$ cat src/rtl/pdt_pkg.sv
package pdt_pkg;

  // One dual-rail symbol: exactly one rail pulses for a valid bit.
  typedef struct packed {
    logic one;
    logic zero;
  } rail_t;

  // Keep a pair only when exactly one rail fired.
  function automatic rail_t rail_accept(input logic r_one, input logic r_zero);
    rail_t r;
    r.one  = r_one & ~r_zero;
    r.zero = r_zero & ~r_one;
    return r;
  endfunction

  // Both rails of the pair fired together.
  function automatic logic rail_clash(input logic r_one, input logic r_zero);
    return r_one & r_zero;
  endfunction

  // Heap numbering of the tree: node i feeds buses 2i and 2i+1.
  function automatic int unsigned heap_child(input int unsigned node, input logic dir);
    return node * 2 + int'(dir);
  endfunction

  // Selected state after one select pair, given the prior state.
  function automatic logic sel_update(input logic held, input logic to_one, input logic to_zero);
    if (to_one)  return 1'b1;
    if (to_zero) return 1'b0;
    return held;
  endfunction

endpackage

$ cat src/rtl/pdt_hold_cell.sv
// Non-destructive cell: keeps a selection bit and passes trigger
// pulses while selected. A trigger never alters the kept bit.
module pdt_hold_cell #(
  parameter logic INIT = 1'b0
) (
  input  logic clk,
  input  logic rst_n,
  input  logic en,
  input  logic load_on,
  input  logic load_off,
  input  logic trig,
  output logic fire,
  output logic sel_next,
  output logic held
);
  import pdt_pkg::*;

  always_comb begin
    sel_next = sel_update(held, load_on, load_off);
    fire     = trig & sel_next;
  end

  always_ff @(posedge clk) begin
    if (!rst_n)  held <= INIT;
    else if (en) held <= sel_next;
  end
endmodule

$ cat src/rtl/pdt_switch_node.sv
// One-to-two switch. Bit 0 of the incoming address vector is this
// node's select pair; the rest moves on to the selected child.
module pdt_switch_node #(
  parameter int unsigned AW = 4
) (
  input  logic                   clk,
  input  logic                   rst_n,
  input  pdt_pkg::rail_t         in_d,
  input  logic [AW-1:0]          in_a_one,
  input  logic [AW-1:0]          in_a_zero,
  output pdt_pkg::rail_t [1:0]   out_d,
  output logic [1:0][AW-1:0]     out_a_one,
  output logic [1:0][AW-1:0]     out_a_zero,
  output logic                   node_evt,
  output logic                   cells_agree
);
  import pdt_pkg::*;

  logic set_p;
  logic clr_p;
  logic [1:0][1:0] fire;   // [output][rail]
  logic [1:0][1:0] nxt;
  logic [1:0][1:0] held;
  logic [1:0]      steer;

  assign set_p = in_a_one[0];
  assign clr_p = in_a_zero[0];

  // Local timing event: any rail arriving at this node.
  assign node_evt = in_d.one | in_d.zero | (|in_a_one) | (|in_a_zero);

  for (genvar c = 0; c < 2; c++) begin : g_out
    for (genvar r = 0; r < 2; r++) begin : g_rail
      logic f_w, n_w, h_w;
      pdt_hold_cell #(.INIT(c == 0 ? 1'b1 : 1'b0)) u_cell (
        .clk      (clk),
        .rst_n    (rst_n),
        .en       (node_evt),
        .load_on  (c == 1 ? set_p : clr_p),
        .load_off (c == 1 ? clr_p : set_p),
        .trig     (r == 1 ? in_d.one : in_d.zero),
        .fire     (f_w),
        .sel_next (n_w),
        .held     (h_w)
      );
      assign fire[c][r] = f_w;
      assign nxt[c][r]  = n_w;
      assign held[c][r] = h_w;
    end
    assign steer[c] = nxt[c][0];
  end

  // All four cells must describe one and the same direction.
  assign cells_agree = (held[1][0] == held[1][1]) &&
                       (held[0][0] == held[0][1]) &&
                       (held[1][0] != held[0][0]) &&
                       (nxt[1][1]  == nxt[1][0])  &&
                       (nxt[0][1]  == nxt[0][0]);

  always_ff @(posedge clk) begin
    if (!rst_n) begin
      out_d      <= '0;
      out_a_one  <= '0;
      out_a_zero <= '0;
    end else begin
      for (int c = 0; c < 2; c++) begin
        out_d[c].one  <= fire[c][1];
        out_d[c].zero <= fire[c][0];
        out_a_one[c]  <= steer[c] ? (in_a_one  >> 1) : '0;
        out_a_zero[c] <= steer[c] ? (in_a_zero >> 1) : '0;
      end
    end
  end
endmodule

$ cat src/rtl/pdt_decoder_tree.sv
module pdt_decoder_tree #(
  parameter int unsigned LEVELS = 4,
  localparam int unsigned LEAVES = 1 << LEVELS
) (
  input  logic              clk,
  input  logic              rst_n,
  input  logic              din_one,
  input  logic              din_zero,
  input  logic [LEVELS-1:0] adr_one,
  input  logic [LEVELS-1:0] adr_zero,
  output logic [LEAVES-1:0] dout_one,
  output logic [LEAVES-1:0] dout_zero,
  output logic              rail_err
);
  import pdt_pkg::*;

  localparam int unsigned BUSES = 2 * LEAVES - 1;

  // Heap-indexed buses: 1 is the root input, LEAVES..BUSES are leaves.
  rail_t             bus_d  [1:BUSES];
  logic [LEVELS-1:0] bus_a1 [1:BUSES];
  logic [LEVELS-1:0] bus_a0 [1:BUSES];
  logic              node_evt [1:LEAVES-1];
  logic              node_ok  [1:LEAVES-1];

  logic              root_evt;
  logic              tree_consistent;
  logic              stray_adr;
  logic              any_clash;

  // Input cleaning: clashing pairs are dropped.
  always_comb begin
    bus_d[1]  = rail_accept(din_one, din_zero);
    any_clash = rail_clash(din_one, din_zero);
    for (int k = 0; k < LEVELS; k++) begin
      rail_t a;
      a = rail_accept(adr_one[k], adr_zero[k]);
      bus_a1[1][k] = a.one;
      bus_a0[1][k] = a.zero;
      any_clash    = any_clash | rail_clash(adr_one[k], adr_zero[k]);
    end
  end

  for (genvar i = 1; i < LEAVES; i++) begin : g_node
    rail_t [1:0]             od;
    logic  [1:0][LEVELS-1:0] oa1;
    logic  [1:0][LEVELS-1:0] oa0;
    logic                    evt_w;
    logic                    ok_w;

    pdt_switch_node #(.AW(LEVELS)) u_sw (
      .clk         (clk),
      .rst_n       (rst_n),
      .in_d        (bus_d[i]),
      .in_a_one    (bus_a1[i]),
      .in_a_zero   (bus_a0[i]),
      .out_d       (od),
      .out_a_one   (oa1),
      .out_a_zero  (oa0),
      .node_evt    (evt_w),
      .cells_agree (ok_w)
    );

    assign bus_d[2*i]    = od[0];
    assign bus_d[2*i+1]  = od[1];
    assign bus_a1[2*i]   = oa1[0];
    assign bus_a1[2*i+1] = oa1[1];
    assign bus_a0[2*i]   = oa0[0];
    assign bus_a0[2*i+1] = oa0[1];
    assign node_evt[i]   = evt_w;
    assign node_ok[i]    = ok_w;
  end

  for (genvar j = 0; j < LEAVES; j++) begin : g_leaf
    assign dout_one[j]  = bus_d[LEAVES+j].one;
    assign dout_zero[j] = bus_d[LEAVES+j].zero;
  end

  assign root_evt = node_evt[1];

  always_comb begin
    tree_consistent = 1'b1;
    for (int i = 1; i < LEAVES; i++) tree_consistent = tree_consistent & node_ok[i];
    stray_adr = 1'b0;
    for (int j = 0; j < LEAVES; j++)
      stray_adr = stray_adr | (|bus_a1[LEAVES+j]) | (|bus_a0[LEAVES+j]);
  end

  always_ff @(posedge clk) begin
    if (!rst_n) rail_err <= 1'b0;
    else        rail_err <= any_clash;
  end
endmodule

$ cat config.mk
export PLATFORM = sky130hd
export DESIGN_NAME = pdt_decoder_tree
export DESIGN_NICKNAME = d
export VERILOG_FILES = /design/src/rtl/pdt_pkg.sv /design/src/rtl/pdt_hold_cell.sv /design/src/rtl/pdt_switch_node.sv /design/src/rtl/pdt_decoder_tree.sv
export SDC_FILE = /design/constraint.sdc
export NUM_CORES = 1
export LEC_CHECK = 0
export ABC_AREA = 1
export ABC_CLOCK_PERIOD_IN_PS = 1000
export BUFFER_PORTS_ARGS = -buffer_cell sky130_fd_sc_hd__buf_2
export CELL_PAD_IN_SITES_DETAIL_PLACEMENT = 0
export CELL_PAD_IN_SITES_GLOBAL_PLACEMENT = 1
export CORE_MARGIN = 4
export CORE_UTILIZATION = 40
export DETAILED_ROUTE_END_ITERATION = 6
export PLACE_DENSITY = 0.7
export SYNTH_ARGS = -nofsm -noshare
export SYNTH_HDL_FRONTEND = slang
export SYNTH_SLANG_ARGS = --single-unit
$ cat constraint.sdc
create_clock -name clk -period 1 [get_ports clk]
set_clock_uncertainty 0.1 [all_clocks]
set_input_delay 0.2 -clock clk [delete_from_list [all_inputs] [get_ports clk]]
set_output_delay 0.2 -clock clk [all_outputs]
set_load 0.05 [all_outputs]
Word-level counts from Yosys, hierarchy flattened
Index checks and enable logic that the tools add are counted.
{ "word_totals": {"register_bits": 233, "latch_bits": 0, "ramBits": 0, "rom_bits": 0, "inputBits": 12, "output_inout_bits": 33, "elab_cells": 595, "mem_count": 0} }
{ "classes": {"n_addsub": 0, "multipliers": 0, "div_mod_pow": 0, "n_lt_le_gt_ge": 0, "eq_ne": 0, "n_shift": 0, "mux": 240, "n_bitwise": 134, "reduce_logical": 44} }
{ "op_table": {"columns": ["operator", "n"], "rows": [
  ["2-to-1 mux 1 bit", 240],
  ["OR reduction 4 bit", 30],
  ["AND 1 bit", 75],
  ["OR 1 bit", 49],
  ["AND reduction 2 bit", 14],
  ["NOT 1 bit", 10]
]} }

Logic depth before layout (Yosys ltp)
Gate-level depths: netlist (run 1).
{ "logic_depth": {"depth_word": 7, "ltp_mapped": 5, "ltp_nobuf": 5} }

Modules after synthesis
Synthesis (run 1) repeated with hierarchy kept, for this count alone.
{ "unflattened": {"cells_unflattened": 1816, "area_unflattened_um2": 12767.2} }
{ "modules_own_cells": {"columns": ["module", "instances", "cells_each", "area_each_um2", "seq_area_each_um2"], "rows": [
  ["pdt_switch_node", 15, 75, 571.8, 320.3],
  ["pdt_hold_cell at g_node[10].u_sw.g_out[1].g_rail[0].u_cell ...", 30, 12, 68.8, 20.0],
  ["pdt_hold_cell at g_node[10].u_sw.g_out[0].g_rail[0].u_cell ...", 30, 10, 66.3, 20.0],
  ["pdt_decoder_tree", 1, 31, 136.4, 20.0]
]} }

Least setup slack after synthesis (run 1)
No wires, ideal clock.
{ "synth_path": {"path_type": "input port to flip-flop", "from": "input rst_n", "to": "register g_node[2].u_sw.g_out[1].g_rail[1].u_cell.held", "setup_ns": 0.120, "t_arrival_ns": 0.752, "required_time_ns": 0.780, "setup_slack_ns": 0.027, "cell_stages": 5, "n_path_buf": 3, "cell_sequence": "buf_4 inv_2 buf_6 buf_12 nor2_4"} }
{ "synth_lines": {"columns": ["item", "line_no", "source"], "rows": [
  ["start: declaration", "pdt_decoder_tree.sv:6", "input logic rst_n,"],
  ["end signal: assignment", "pdt_hold_cell.sv:25", "else if (en) held <= sel_next;"],
  ["end: declaration", "pdt_hold_cell.sv:14", "output logic held"]
]} }
No word-level cell between the ends.

Worst setup path in the final report (run 1)
{ "layout_path": {"from": "register g_node[11].u_sw.out_d[3] in the netlist's numbering", "to": "output dout_one[7]"} }
{ "layout_lines": {"columns": ["item", "line_no", "source"], "rows": [
  ["start: declaration", "pdt_switch_node.sv:11", "output pdt_pkg::rail_t [1:0] out_d,"],
  ["end: declaration", "pdt_decoder_tree.sv:11", "output logic [LEAVES-1:0] dout_one,"]
]} }
No word-level cell between the ends.

==> impl_metrics.csv, run 1 <==
group,metric,value,unit
run_status,status,"complete, but fails checks",
run_status,failed_checks,"negative setup slack",
timing,finalCritPeriodShare,119,%
timing,layout_setup_ws,-0.187,ns
power_and_ir_drop,peakVddDrop,1.20,mV
die,rows,40,
grt,grt_pass1_vias,3139,
clock_network,clk_latency,0.41,ns
power_and_ir_drop,power.share.clock,50.5,%
clock_network,clk_path_buf_depth,2,
timing,tns,-5.76,ns
worst_setup_path,cp_num_buf_inv,1,
yosys,ys_ff_latch,165,
grt,grt_max_degree,26,
worst_setup_path,critPathMaxFanout,1,
yosys,synth_warnings,0,
grt,antenna_found_initial,0,
yosys,synthCells,533,
finish,fillers,1066,
finish,fin_cells,781,
detailed_routing,post_drt_via_cell_ratio,4.22,
worst_setup_path,cpMaxStageDelayCell,"dfxtp_2",
timing,period_minus_slack,1.19,ns
power_and_ir_drop,pwr-share-comb,3.0,%
timing,hold_viol,0,
worst_setup_path,crit_type,"reg2out",
clock_network,cts_root_buf,"clkbuf_16",
yosys,netlist_top_cells_count,"dfxtp_1, inv_1, nand2_1",
yosys,ys_seq_area_share,66.6,%
placed_design,io_buffer_count,44,
worst_setup_path,critical_path.top_delay_family,"flip-flops",
finish,final_layout_size_suffix_gt1_share,26.3,%
timing,worstMarginPinSlew,0.269,ns
placed_design,pre_cts_ws,-0.173,ns
detailed_routing,detail-route-antenna-nets,0,
die,core_area,12100,um^2
yosys,synthTopCellsByArea,"dfxtp_1, inv_1, nand2_1",
finish,syn2layout_area_growth,33.4,%
yosys,synth_area_leader_cell,"dfxtp_1",
run,max_cap_viol_count,0,
placed_design,gp_congestion,0.734,
power_and_ir_drop,powerDensity,2170,nW/um^2
hold_path,hp-class,"in2reg",
worst_setup_path,path_cells,"buf_8",
die,die_h,119,um
die,die_x,119,um
finish,nets,615,
clock_network,cts-htree-levels,4,
power_and_ir_drop,intPower,11.6,mW
timing,rsz0062_at_grt,"true",
yosys,synth_area,4960,um^2
die,top_level_ports,45,
clock_network,cts_tree,"yes",
timing,hold_ws,0.0322,ns
clock_network,clock-sinks,165,
yosys,synthArstFlopShare,0,%
grt,overflow,0,
finish,n_antenna_cell,0,
timing,relSlewSlack,82.0,%
yosys,syn-num-nets,548,
placed_design,dp.cells,742,
power_and_ir_drop,leakage,2.66,nW
yosys,ys_types,16,
worst_setup_path,worst_setup_path_end_kind,"output pin",
power_and_ir_drop,swShare,19.1,%
worst_setup_path,startpoint_type,"register",
timing,setup-violations-final,35,
power_and_ir_drop,fin_total_pwr,14.4,mW
detailed_routing,first_iter_violations,117,
grt,grt_pass1_wl,14000,um
yosys,synth_top_area_share,66.6,%
worst_setup_path,max_stage_delay,0.34,ns
finish,multi_input_area,1330,um^2
finish,ff_latch_area,3350,um^2
timing,max_freq,843,MHz
clock_network,clk_pin_slew_worst_paths,0.06,ns
yosys,synth_edf_count,0,
die,die_area,14200,um^2
die,start_util,41.1,%
placed_design,dp_hpwl,5620,um
worst_setup_path,arrival,0.89,ns
worst_setup_path,critPathRequiredTime,0.70,ns
yosys,avgSynthCellArea,9.30,um^2
detailed_routing,dr_total_vias,3297,
yosys,ys.flop_type,"dfxtp_1",
detailed_routing,finalWirelength,8050,um
detailed_routing,first_pass_iters,4,
yosys,synth.most_common_cell,"dfxtp_1",
detailed_routing,drc,0,
timing,drv_slew,0,
power_and_ir_drop,seq_power_share,46.4,%
detailed_routing,routedWlPerCell,10.3,um
power_and_ir_drop,switching_power,2.74,mW
grt,grtUsageTotal,12.4,%
clock_network,cts_made_buffers,17,
-- stage by stage --
stage	cell area (um^2)	utilization [%]
after detailed placement	5400	44.8
final	6610	54.8
after global placement	5400	44.8
after CTS	6440	53.4
after floorplan	4960	-
after global routing	6610	54.8
-- routing by layer --
layer | vias to the layer above | share of wire, % | GRT usage (%)
li1 | 1751 | - | -
met1 | 1480 | 49 | 15.0
met2 | 52 | 46 | 19.6
met3 | 14 | 3.9 | 4.80
met4 | 0 | 1.8 | 5.15
met5 | - | 0 | 0
-- kinds of logic after synthesis --
| family | after synthesis | share of synthesized area, % |
|---|---|---|
| flops | 165 | 66.6 |
| simple gates | 216 | 19.2 |
| buf+inv | 103 | 8.76 |
| compound gates | 46 | 4.64 |
| fa+ha+maj | 3 | 0.757 |
-- area by class of cell --
cell class | instances | share of cell area (%)
Inverter | 91 | 5.17
Tap cell | 168 | 3.18
Multi-Input combinational cell | 265 | 20.2
Sequential cell | 165 | 50.6
Clock buffer | 20 | 6.91
Clock inverter | 12 | 3.39
Timing Repair Buffer | 60 | 10.6
-- sequential cells by signal (all words and copies together), names as in the netlist --
| name | flops |
|---|---|
| g_node.u_sw.g_out.g_rail.u_cell.held | 60 |
| g_node.u_sw.out_a_one | 22 |
| g_node.u_sw.out_a_zero | 22 |
| g_node.u_sw.out_d | 60 |
| rail_err | 1 |
-- cells in the final DEF (no fill, tap or decap), types with 6 or more instances in the layout --
cell and instances:
dfxtp_1 131, inv_1 88, nand2_1 74, nor2_1 70, nor3_1 44, dfxtp_2 34
a21oi_1 32, buf_8 27, clkbuf_16 17, a21oi_2 12, nor2_4 11, buf_2 11
buf_4 7, nor2_2 6, bufinv_16 6, dlygate4sd3_1 6, buf_6 6
-- power by group through the flow --
stage | clock (mW) | combinational (mW) | sequential [mW]
4_1_cts | 7.43 | 0.406 | 6.68
2_1_floorplan | 0 | 0.253 | 6.83
3_3_place_gp | 0 | 0.371 | 6.82
5_1_grt | 7.75 | 0.489 | 6.68
3_5_place_dp | 0 | 0.377 | 6.82
6_report | 7.27 | 0.434 | 6.68
-- worst register-to-register path, stage by stage (launching register included) --
cell,delay [ns]
dfxtp_1,0.37
inv_1,0.08
a21oi_1,0.18
nor3_1,0.07
-- worst paths after layout --
check	from	endpoint	slack [ns]	depth (start not counted)
min	adr_zero[2]	rail_err	0.03	5
max	g_node[11].u_sw.out_d[3]	dout_one[7]	-0.19	1
min reg2reg	g_node[3].u_sw.out_a_zero[1]	g_node[6].u_sw.out_a_zero[4]	0.34	2
max reg2reg	g_node[7].u_sw.out_a_one[4]	g_node[15].u_sw.out_d[0]	0.08	3
-- repair_timing --
| item | 4_1_cts | 5_1_grt |
|---|---|---|
| resized for setup | 113 | 49 |
| setup buffers | 0 | 1 |
| endpoints found under the setup margin | 34 | 81 |
| hold endpoints to repair | 12 | 0 |
| pin swaps | 0 | 4 |
| hold buffers | 6 | 0 |
| cloned | 0 | 0 |
(Power assumes the default switching activity.)
==> run 2: changes to the inputs <==
--- a/config.mk
+++ b/config.mk
@@ -10,7 +10,7 @@
 export BUFFER_PORTS_ARGS = -buffer_cell sky130_fd_sc_hd__buf_2
 export CELL_PAD_IN_SITES_DETAIL_PLACEMENT = 0
 export CELL_PAD_IN_SITES_GLOBAL_PLACEMENT = 1
-export CORE_MARGIN = 4
+export CORE_MARGIN = 8
 export CORE_UTILIZATION = 40
 export DETAILED_ROUTE_END_ITERATION = 6
 export PLACE_DENSITY = 0.7
==> run 2 against run 1 <==
Compared with the run above:
- the flow still finishes with violations (negative setup slack)
- final cell count unchanged
- maximum frequency is 1.2% lower
- critical path depth unchanged
- highest routed layer unchanged
- clock power shrank 5.0%
- count of clock-buffer cells in the layout grew 1
- sequential cell count unchanged
- critical path type unchanged
- power decreased by 2.5%
- setup slack got worse by 0.014 ns
- global-route usage decreased by 0.76 points
- core utilization decreased by 0.31 points
==> impl_metrics.csv, run 2 (synthesis gave the netlist of run 1 again) <==
group,metric,value,unit
timing,hold_viol,0,
finish,syn2layout_area_growth,32.6,%
die,core_area,12100,um^2
finish,ff_latch_area,3350,um^2
detailed_routing,finalWirelength,8730,um
worst_setup_path,cpMaxStageDelayCell,"dfxtp_2",
finish,fillers,1086,
grt,overflow,0,
clock_network,cts_root_buf,"clkbuf_16",
finish,reg.largest.list,"g_node.u_sw.g_out.g_rail.u_cell.held (60), g_node.u_sw.out_d (60)",
die,die_x,127,um
placed_design,postPlaceCellArea,5420,um^2
placed_design,io_buffer_count,44,
hold_path,hp-class,"in2reg",
worst_setup_path,critical_path.top_delay_family,"flip-flops",
power_and_ir_drop,leakage,2.63,nW
finish,nets,615,
die,rows,40,
timing,max_freq,833,MHz
worst_setup_path,arrival,0.90,ns
finish,multi_input_area,1300,um^2
timing,tns,-6.01,ns
finish,final_layout_size_suffix_gt1_share,25.8,%
finish,fin_cells,781,
die,start_util,41.1,%
detailed_routing,routedWlPerCell,11.2,um
placed_design,dp_hpwl,6040,um
timing,drv_slew,0,
detailed_routing,post_drt_via_cell_ratio,4.24,
detailed_routing,drc,0,
clock_network,cts_tree,"yes",
grt,grt_pass1_wl,14800,um
worst_setup_path,path_cells,"buf_8",
timing,rsz0062_at_grt,"true",
detailed_routing,detail-route-antenna-nets,0,
clock_network,clk_pin_slew_worst_paths,0.06,ns
power_and_ir_drop,peakVddDrop,1.33,mV
timing,worstMarginPinSlew,0.235,ns
finish,layout_commonest_cell,"dfxtp_1",
grt,grt_pass1_vias,3239,
worst_setup_path,crit_type,"reg2out",
clock_network,clk_path_buf_depth,2,
grt,grtUsageTotal,11.6,%
timing,period_minus_slack,1.20,ns
worst_setup_path,startpoint_type,"register",
die,top_level_ports,45,
clock_network,cts_setup_buffers,0,
placed_design,gp_congestion,0.744,
timing,setup-violations-final,33,
detailed_routing,dr_total_vias,3309,
detailed_routing,first_iter_violations,159,
finish,design_area,6570,um^2
worst_setup_path,critPathMaxFanout,1,
die,die_area,16200,um^2
power_and_ir_drop,powerDensity,2130,nW/um^2
die,die_h,127,um
clock_network,cts-htree-levels,4,
run_status,failed_checks,"negative setup slack",
grt,grt_max_degree,29,
timing,hold_ws,0.0268,ns
timing,layout_setup_ws,-0.201,ns
placed_design,dp.cells,743,
clock_network,cts_made_buffers,17,
finish,layout_common_cells,"dfxtp_1, inv_1, nand2_1, nor2_1, nor3_1",
finish,n_antenna_cell,0,
power_and_ir_drop,fin_total_pwr,14.0,mW
worst_setup_path,worst_setup_path_end_kind,"output pin",
run_status,status,"complete, but fails checks",
clock_network,clock-sinks,165,
grt,antenna_found_initial,0,
clock_network,clk_latency,0.42,ns
timing,finalCritPeriodShare,120,%
worst_setup_path,cp_num_buf_inv,1,
timing,relSlewSlack,84.1,%
worst_setup_path,critPathRequiredTime,0.70,ns
detailed_routing,first_pass_iters,4,
worst_setup_path,max_stage_delay,0.34,ns
run,max_cap_viol_count,0,
-- run 2: cell types whose count changed in the layout (fill, tap and decap cells not counted), sizes merged --
cell / previous run / this run
clkinv: 4 / 3
bufinv: 6 / 4
clkinvlp: 1 / 2
inv: 92 / 93
clkbuf: 20 / 21
-- run 2: worst paths after layout --
path                            slack [ns]                          from                        to  depth (start not counted)
worst max-delay path                 -0.20      g_node[10].u_sw.out_d[2]              dout_zero[5]                          1
worst min-delay path                  0.03                   adr_zero[2]                  rail_err                          5
worst max register to register        0.04  g_node[7].u_sw.out_a_zero[0]  g_node[14].u_sw.out_d[2]                          3
worst min register to register        0.34       g_node[6].u_sw.out_d[1]  g_node[12].u_sw.out_d[3]                          2
-- run 2: cell type report --
type                       count  share of cell area, %
sequential                   165                   50.9
multi-input combinational    265                   19.8
timing repair buffer          60                   11.1
clock buffer                  21                   7.16
inverter                      91                   5.20
tap                          168                   3.20
clock inverter                11                   2.61
-- run 2: per-layer routing --
metal / vias up / track usage [%] / routed length, um
met3: 19 / 3.79 / 356
met4: 0 / 7.98 / 256
met2: 54 / 17.7 / 3970
met1: 1485 / 13.6 / 4140
li1: 1751 / - / -
met5: - / 0 / 0
-- run 2: power by group --
part / switching (mW) / internal, mW / total (mW) / leakage [nW]
Combinational: 0.268 / 0.162 / 0.430 / 0.969
Sequential: 0.0267 / 6.65 / 6.68 / 1.35
Clock: 2.52 / 4.39 / 6.91 / 0.310
Total: 2.81 / 11.2 / 14.0 / 2.63
-- run 2: through the flow --
stage	util, %	setup slack, ns
final	54.5	-0.201
after global placement	44.9	-0.0898
after global routing	54.5	-0.234
after detailed placement	44.9	-0.113
after floorplan	-	0.0272
after CTS	53.8	-0.212
-- run 2: timing repair --
action,4_1_cts,5_1_grt
hold buffers,6,0
endpoints found under the hold margin,12,0
resized for setup,131,29
setup endpoints to repair,34,79
pin swaps,0,2
